File: config.mk
export PLATFORM = sky130hd
export DESIGN_NAME = tri_slice_mul
export DESIGN_NICKNAME = d
export VERILOG_FILES = /design/src/rtl/mul3_pkg.sv /design/src/rtl/mul3_split.sv /design/src/rtl/mul3_slice.sv /design/src/rtl/tri_slice_mul.sv
export SDC_FILE = /design/constraint.sdc
export NUM_CORES = 2
export LEC_CHECK = 0
export BUFFER_PORTS_ARGS = -buffer_cell sky130_fd_sc_hd__clkbuf_2
export CAP_MARGIN = 40
export CORE_MARGIN = 1.5
export CORE_UTILIZATION = 30
export CTS_CLUSTER_DIAMETER = 100
export CTS_CLUSTER_SIZE = 8
export DETAILED_ROUTE_END_ITERATION = 6
export HOLD_SLACK_MARGIN = 0.06
export PLACE_DENSITY = 0.48
export SYNTH_ARGS = -nofsm -noshare
export SYNTH_HDL_FRONTEND = slang
export SYNTH_HIERARCHICAL = 1
export SYNTH_SLANG_ARGS = --single-unit
File: constraint.sdc
create_clock -name clk_i -period 14.2 [get_ports clk_i]
set_clock_uncertainty 0.05 [all_clocks]
set_input_delay 0.71 -clock clk_i [delete_from_list [all_inputs] [get_ports clk_i]]
set_output_delay 0.71 -clock clk_i [all_outputs]
set_load 0.01 [all_outputs]
File: src/rtl/mul3_pkg.sv
package mul3_pkg;
  typedef enum logic [1:0] {
    K_LOW   = 2'b00,
    K_HI_SS = 2'b01,
    K_HI_SU = 2'b10,
    K_HI_UU = 2'b11
  } mul_kind_e;

  function automatic logic lhs_signed(mul_kind_e k);
    return (k == K_HI_SS) || (k == K_HI_SU);
  endfunction

  function automatic logic rhs_signed(mul_kind_e k);
    return (k == K_HI_SS);
  endfunction
endpackage

File: src/rtl/mul3_split.sv
module mul3_split #(
  parameter int unsigned XW = 32,
  localparam int unsigned HW = XW / 2,
  localparam int unsigned SW = HW + 1
) (
  input  logic                 [XW-1:0] val_i,
  input  logic                          sgn_i,
  output logic signed          [SW-1:0] lo_o,
  output logic signed          [SW-1:0] hi_o
);
  assign lo_o = {1'b0, val_i[HW-1:0]};
  assign hi_o = {sgn_i & val_i[XW-1], val_i[XW-1:HW]};
endmodule

File: src/rtl/mul3_slice.sv
module mul3_slice #(
  parameter int unsigned SW = 17,
  localparam int unsigned PW = 2 * SW
) (
  input  logic signed [SW-1:0] x_i,
  input  logic signed [SW-1:0] y_i,
  output logic signed [PW-1:0] p_o
);
  assign p_o = x_i * y_i;
endmodule

File: src/rtl/tri_slice_mul.sv
module tri_slice_mul
  import mul3_pkg::*;
#(
  parameter int unsigned XW = 32,
  parameter int unsigned NSLICE = 3,
  localparam int unsigned HW = XW / 2,
  localparam int unsigned SW = HW + 1,
  localparam int unsigned PW = 2 * SW,
  localparam int unsigned MW = PW + 1,
  localparam int unsigned IW = PW + 2,
  localparam int unsigned KW = IW - HW
) (
  input  logic          clk_i,
  input  logic          rst_ni,
  input  logic          go_i,
  input  logic [1:0]    kind_i,
  input  logic [XW-1:0] lhs_i,
  input  logic [XW-1:0] rhs_i,
  output logic          done_o,
  output logic [XW-1:0] prod_o
);
  mul_kind_e kind;
  assign kind = mul_kind_e'(kind_i);

  logic signed [SW-1:0] a_lo, a_hi, b_lo, b_hi;

  mul3_split #(.XW(XW)) i_split_a (
    .val_i(lhs_i), .sgn_i(lhs_signed(kind)), .lo_o(a_lo), .hi_o(a_hi));
  mul3_split #(.XW(XW)) i_split_b (
    .val_i(rhs_i), .sgn_i(rhs_signed(kind)), .lo_o(b_lo), .hi_o(b_hi));

  // pending state and saved upper halves
  logic                 pend_q, pend_d;
  logic signed [SW-1:0] ahi_q, bhi_q;
  logic        [KW-1:0] acc_q;
  logic        [XW-1:0] hold_q, hold_d;
  logic                 hold_en;

  logic                 accept, fire_lo, fire_hi;
  assign accept  = go_i & ~pend_q;
  assign fire_lo = accept & (kind == K_LOW);
  assign fire_hi = accept & (kind != K_LOW);

  // slice operand selection: slice 0 is reused for hi*hi in the second cycle
  logic signed [SW-1:0] sx [NSLICE];
  logic signed [SW-1:0] sy [NSLICE];
  logic signed [PW-1:0] sp [NSLICE];

  always_comb begin
    sx[0] = pend_q ? ahi_q : a_lo;
    sy[0] = pend_q ? bhi_q : b_lo;
    sx[1] = a_lo;
    sy[1] = b_hi;
    sx[2] = a_hi;
    sy[2] = b_lo;
  end

  for (genvar g = 0; g < NSLICE; g++) begin : g_slice
    mul3_slice #(.SW(SW)) i_slice (.x_i(sx[g]), .y_i(sy[g]), .p_o(sp[g]));
  end

  // combine partial products
  logic signed [MW-1:0] mid;
  logic signed [IW-1:0] inter;
  logic        [XW-1:0] lo_word, hi_word;

  always_comb begin
    mid     = {sp[1][PW-1], sp[1]} + {sp[2][PW-1], sp[2]};
    inter   = {{(IW-HW){1'b0}}, sp[0][XW-1:HW]} + {mid[MW-1], mid};
    lo_word = sp[0][XW-1:0] + {mid[HW-1:0], {HW{1'b0}}};
    hi_word = sp[0][XW-1:0] + {{(XW-KW){acc_q[KW-1]}}, acc_q};
  end

  logic unused_bits;
  assign unused_bits = ^{sp[0][PW-1:XW], inter[HW-1:0]};

  // next-state logic
  always_comb begin
    pend_d  = fire_hi;
    hold_en = fire_lo | pend_q;
    hold_d  = pend_q ? hi_word : lo_word;
  end

  always_ff @(posedge clk_i or negedge rst_ni) begin
    if (!rst_ni) begin
      pend_q <= 1'b0;
      hold_q <= '0;
      ahi_q  <= '0;
      bhi_q  <= '0;
      acc_q  <= '0;
    end else begin
      pend_q <= pend_d;
      if (hold_en) hold_q <= hold_d;
      if (fire_hi) begin
        ahi_q <= a_hi;
        bhi_q <= b_hi;
        acc_q <= inter[IW-1:HW];
      end
    end
  end

  assign done_o = fire_lo | pend_q;
  assign prod_o = hold_en ? hold_d : hold_q;

  AST_LOW_WORD_EXACT: assert property (@(posedge clk_i) disable iff (!rst_ni)
    (go_i && !pend_q && kind_i == 2'b00) |-> (done_o && prod_o == lhs_i * rhs_i));
  AST_HIGH_NOT_EARLY: assert property (@(posedge clk_i) disable iff (!rst_ni)
    (go_i && !pend_q && kind_i != 2'b00) |-> !done_o);
  AST_HIGH_NEXT_CYCLE: assert property (@(posedge clk_i) disable iff (!rst_ni)
    (go_i && !pend_q && kind_i != 2'b00) |=> done_o);
  AST_NO_BACK_TO_BACK_PEND: assert property (@(posedge clk_i) disable iff (!rst_ni)
    pend_q |=> !pend_q);
  AST_RESULT_HOLDS: assert property (@(posedge clk_i) disable iff (!rst_ni)
    (!done_o && $past(!done_o)) |-> $stable(prod_o));
endmodule

; After elaboration in Yosys (flattened, before gate mapping)
; Index checks and enable logic that the tools add are counted.
[classes]
mul = 3
bitwise = 7
n_reduce_logical = 3
n_eq_ne = 2
add_sub_neg = 4
n_mux = 4
[op_table]
columns = op, n
row1 = $mul 17x17->34, 2
row2 = $add 32x32->32, 2
row3 = $mux 32, 2
row4 = $add 17x35->36, 1
row5 = $add 34x34->35, 1
row6 = $mux 17, 2
row7 = $mul 17x17->32, 1
row8 = $and 1x1->1, 5
row9 = $eq 2x1->1 const B, 1
row10 = $eq 2x2->1 const B, 1
row11 = $logic_not 2->1, 1
row12 = $reduce_bool 2->1, 1
row13 = $logic_or 1x1->1, 1
row14 = $not 1->1, 1
row15 = $or 1x1->1, 1
[totals]
regBits = 87
input_bits = 69
output_inout_bits = 33

; Longest topological paths before layout
[logic_depth]
ltp_word = 8
depth_mapped = 40

; Modules after synthesis
; Netlist, hierarchy kept.
[modules_own_cells]
columns = mod, instances, cells_per_inst, seq_area_each_um2, area_each_um2
row1 = mul3_slice at g_slice[0].i_slice, 1, 1217, 0.0, 11074.4
row2 = mul3_slice at g_slice[1].i_slice, 1, 1192, 0.0, 10963.0
row3 = mul3_slice at g_slice[2].i_slice, 1, 1179, 0.0, 10846.7
row4 = tri_slice_mul, 1, 1060, 2177.1, 8620.8
row5 = mul3_split, 2, 35, 0.0, 257.7

; Least setup slack after synthesis
; OpenSTA, ideal clock, no wires.
[synth_timing]
kind = input-to-reg
startpoint = input port rhs_i[24]
endpoint = register acc_q[18]
setup_time_ps = 126
cell_stages = 35
arrival_time_ps = 9286
slack_ps = 4738
required_ps = 14024
n_path_buf = 4
path_cell_list = buf_4 > clkbuf_1 > clkbuf_1 > nand2_1 > fa_1 > inv_1 > fa_1 > inv_1 > fa_1 > inv_1 > fa_1 > fa_1 > inv_1 > fa_1 > inv_1 > ha_1 > and3_1 > a221oi_1 > and2_1 > a21boi_0 > o21ai_0 > a21oi_1 > xor2_1 > ha_1 > bufbuf_16 > a21oi_1 > o21ai_0 > or3_1 > nor3_1 > o21ai_0 > a211oi_1 > nand4_1 > or3_4 > o311a_1 > a221o_1
[synth_rtl]
columns = element, line
row1 = "start, declared", tri_slice_mul.sv:18  ; input logic [XW-1:0] rhs_i,
row2 = "end signal, assigned", tri_slice_mul.sv:97  ; acc_q <= inter[IW-1:HW];
row3 = "end, declared", tri_slice_mul.sv:35  ; logic [KW-1:0] acc_q;

==> out/qor.yml <==
postCtsSetupBuffers: 0
dpl.hpwl_mm: 104
grt_pass1_wl_mm: 199
cpMostUsedCell: "fa_1"
slowest_delay_ns: 0.66
cts_made_buffers: 9
viasPerCell: 4.80
maxCapViolations: 0
cts_root_buffer: "clkbuf_16"
crit_start: "pend_q$_DFF_PN0_"
antenna_found_initial: 16
setup_viol: 0
final.min_clock_period_ns: 11.14
die_area_um2: 141000
slew_violations: 0
rsz0062_at_grt: "false"
grt_overflow_total: 0
fp.dieW_um: 376
rr_endpoint: "acc_q[18]$_DFFE_PN0P_"
fin_util_pct: 31.8
port_buffers: 101
drc: 0
first_iter_violations: 1760
core_um2: 138000
io-pin-count: 102
fillers: 14501
yosysWarnings: 6
ff2ff_setup_slack_ns: 3.44
drtPass1Iterations: 5
clkTransAtPathRegs_ns: 0.07
fin_tns_setup_ns: 0
cts.repair.resized: 0
wl_per_cell_um: 19.9
max_freq_ghz: 0.0898
hold_path_class: "input port to async pin"
hold_violations: 0
max_slew_margin_pct: 43.8
wl_mm: 127
synth_nets: 5969
worstSetupEndpoint: "prod_o[27]"
final_nets: 5872
vias: 30651
place_congestion: 0.902
worstPathRequired_ns: 13.44
insertion_delay_ns: 0.37
syn_inst: 4679
syn_to_final_growth_pct: 4.93
critPathCaptureType: "primary output"
h-tree-depth: 3
netlist_area_um2: 41700
status: "finished clean"
cts_buffer_depth: 2
r2r-start: "pend_q$_DFF_PN0_"
drtAntennaViolNets: 0
crit_fanout: 74
grt_max_degree: 76
grt_usage_pct: 18.3
start_util_pct: 30.3
crit_path_top_delay_cell: "buf_4"
arrival_ns: 10.38
cts_sinks: 87
grt_pass1_vias: 32916
fin_crit_sh_pct: 78.5
layout-drive-gt1-share_pct: 4.93
syn_area_per_cell_um2: 8.90
cts_tree: "yes"
fp.dieH_um: 376
num_rows: 136
r2r_cells: 33
tightest_slew_ns: 0.836
holdBufCountCts: 0
startpoint_type: "flip-flop"
crit_type: "flip-flop to primary output"
regArea_um2: 2180
multi_input_area_um2: 34700
==> routing by layer <==
| metal | vias up | GRT usage, % | share of wire, % |
|---|---|---|---|
| met5 | - | 0 | 0.11 |
| met4 | 22 | 3.77 | 2.3 |
| met3 | 152 | 1.96 | 4.4 |
| met2 | 640 | 31.2 | 48 |
| met1 | 15805 | 25.1 | 45 |
| li1 | 14032 | - | - |
==> per-stage QoR <==
stage / setup WS [ns] / hold WS (ns) / std cells / cell area (µm²)
after CTS: 2.96 / 0.296 / 6381 / 43700
after floorplan: 4.74 / 0.364 / 4679 / 41700
final: 3.06 / 0.285 / 6384 / 43700
after global routing: 2.46 / 0.312 / 6382 / 43700
after detailed placement: 3.38 / 0.411 / 6365 / 43400
after global placement: 3.40 / 0.402 / 6363 / 43400
==> worst min path at each step <==
stage / to / slack, ns / depth (start not counted)
floorplan: acc_q[0]$_DFFE_PN0P_ / 0.36 / 0
global placement: bhi_q[16]$_DFFE_PN0P_ / 0.40 / 2
detailed placement: ahi_q[6]$_DFFE_PN0P_ / 0.41 / 2
CTS: hold_q[15]$_DFF_PN0_ / 0.30 / 1
global route: hold_q[13]$_DFF_PN0_ / 0.31 / 1
finish: hold_q[17]$_DFF_PN0_ / 0.29 / 1
==> cell usage in the layout, fill, tap and decap left out, types with 36 or more instances in the layout <==
| master | count |
|---|---|
| xor2_1 | 44 |
| inv_1 | 964 |
| o21ai_0 | 104 |
| fa_1 | 885 |
| clkbuf_2 | 100 |
| nand2_1 | 593 |
| xnor2_1 | 121 |
| and2_1 | 454 |
| dfrtp_1 | 86 |
| a21oi_1 | 144 |
| ha_1 | 336 |
| nor2_1 | 164 |
| a21o_1 | 65 |
| mux2_2 | 36 |
==> registers in the layout (all words and copies together) (netlist names) <==
signal  flops
bhi_q      17
acc_q      20
pend_q      1
hold_q     32
ahi_q      17
==> worst max-delay path: cells and delay by family (launching register included) <==
kind	cells	cell delay, ns
AO/OA/AOI/OAI	12	2.82
adder cells (fa/ha/maj)	8	3.61
buffers and inverters	5	0.94
flip-flops	1	0.64
multiplexers	1	0.56
AND/OR/NAND/NOR	5	1.45
==> final cells by class <==
cell class / instances / share of cell area (%)
multi-input combinational: 3402 / 79.4
inverter: 966 / 8.30
tap: 1794 / 5.14
sequential: 87 / 4.99
timing repair buffer: 116 / 1.41
clock buffer: 9 / 0.515
clock inverter: 7 / 0.235
antenna: 3 / 0.0172
Power is left out: the tool's default activity adds up to more than one toggle a clock period on the data nets, which glitch-free logic cannot reach.
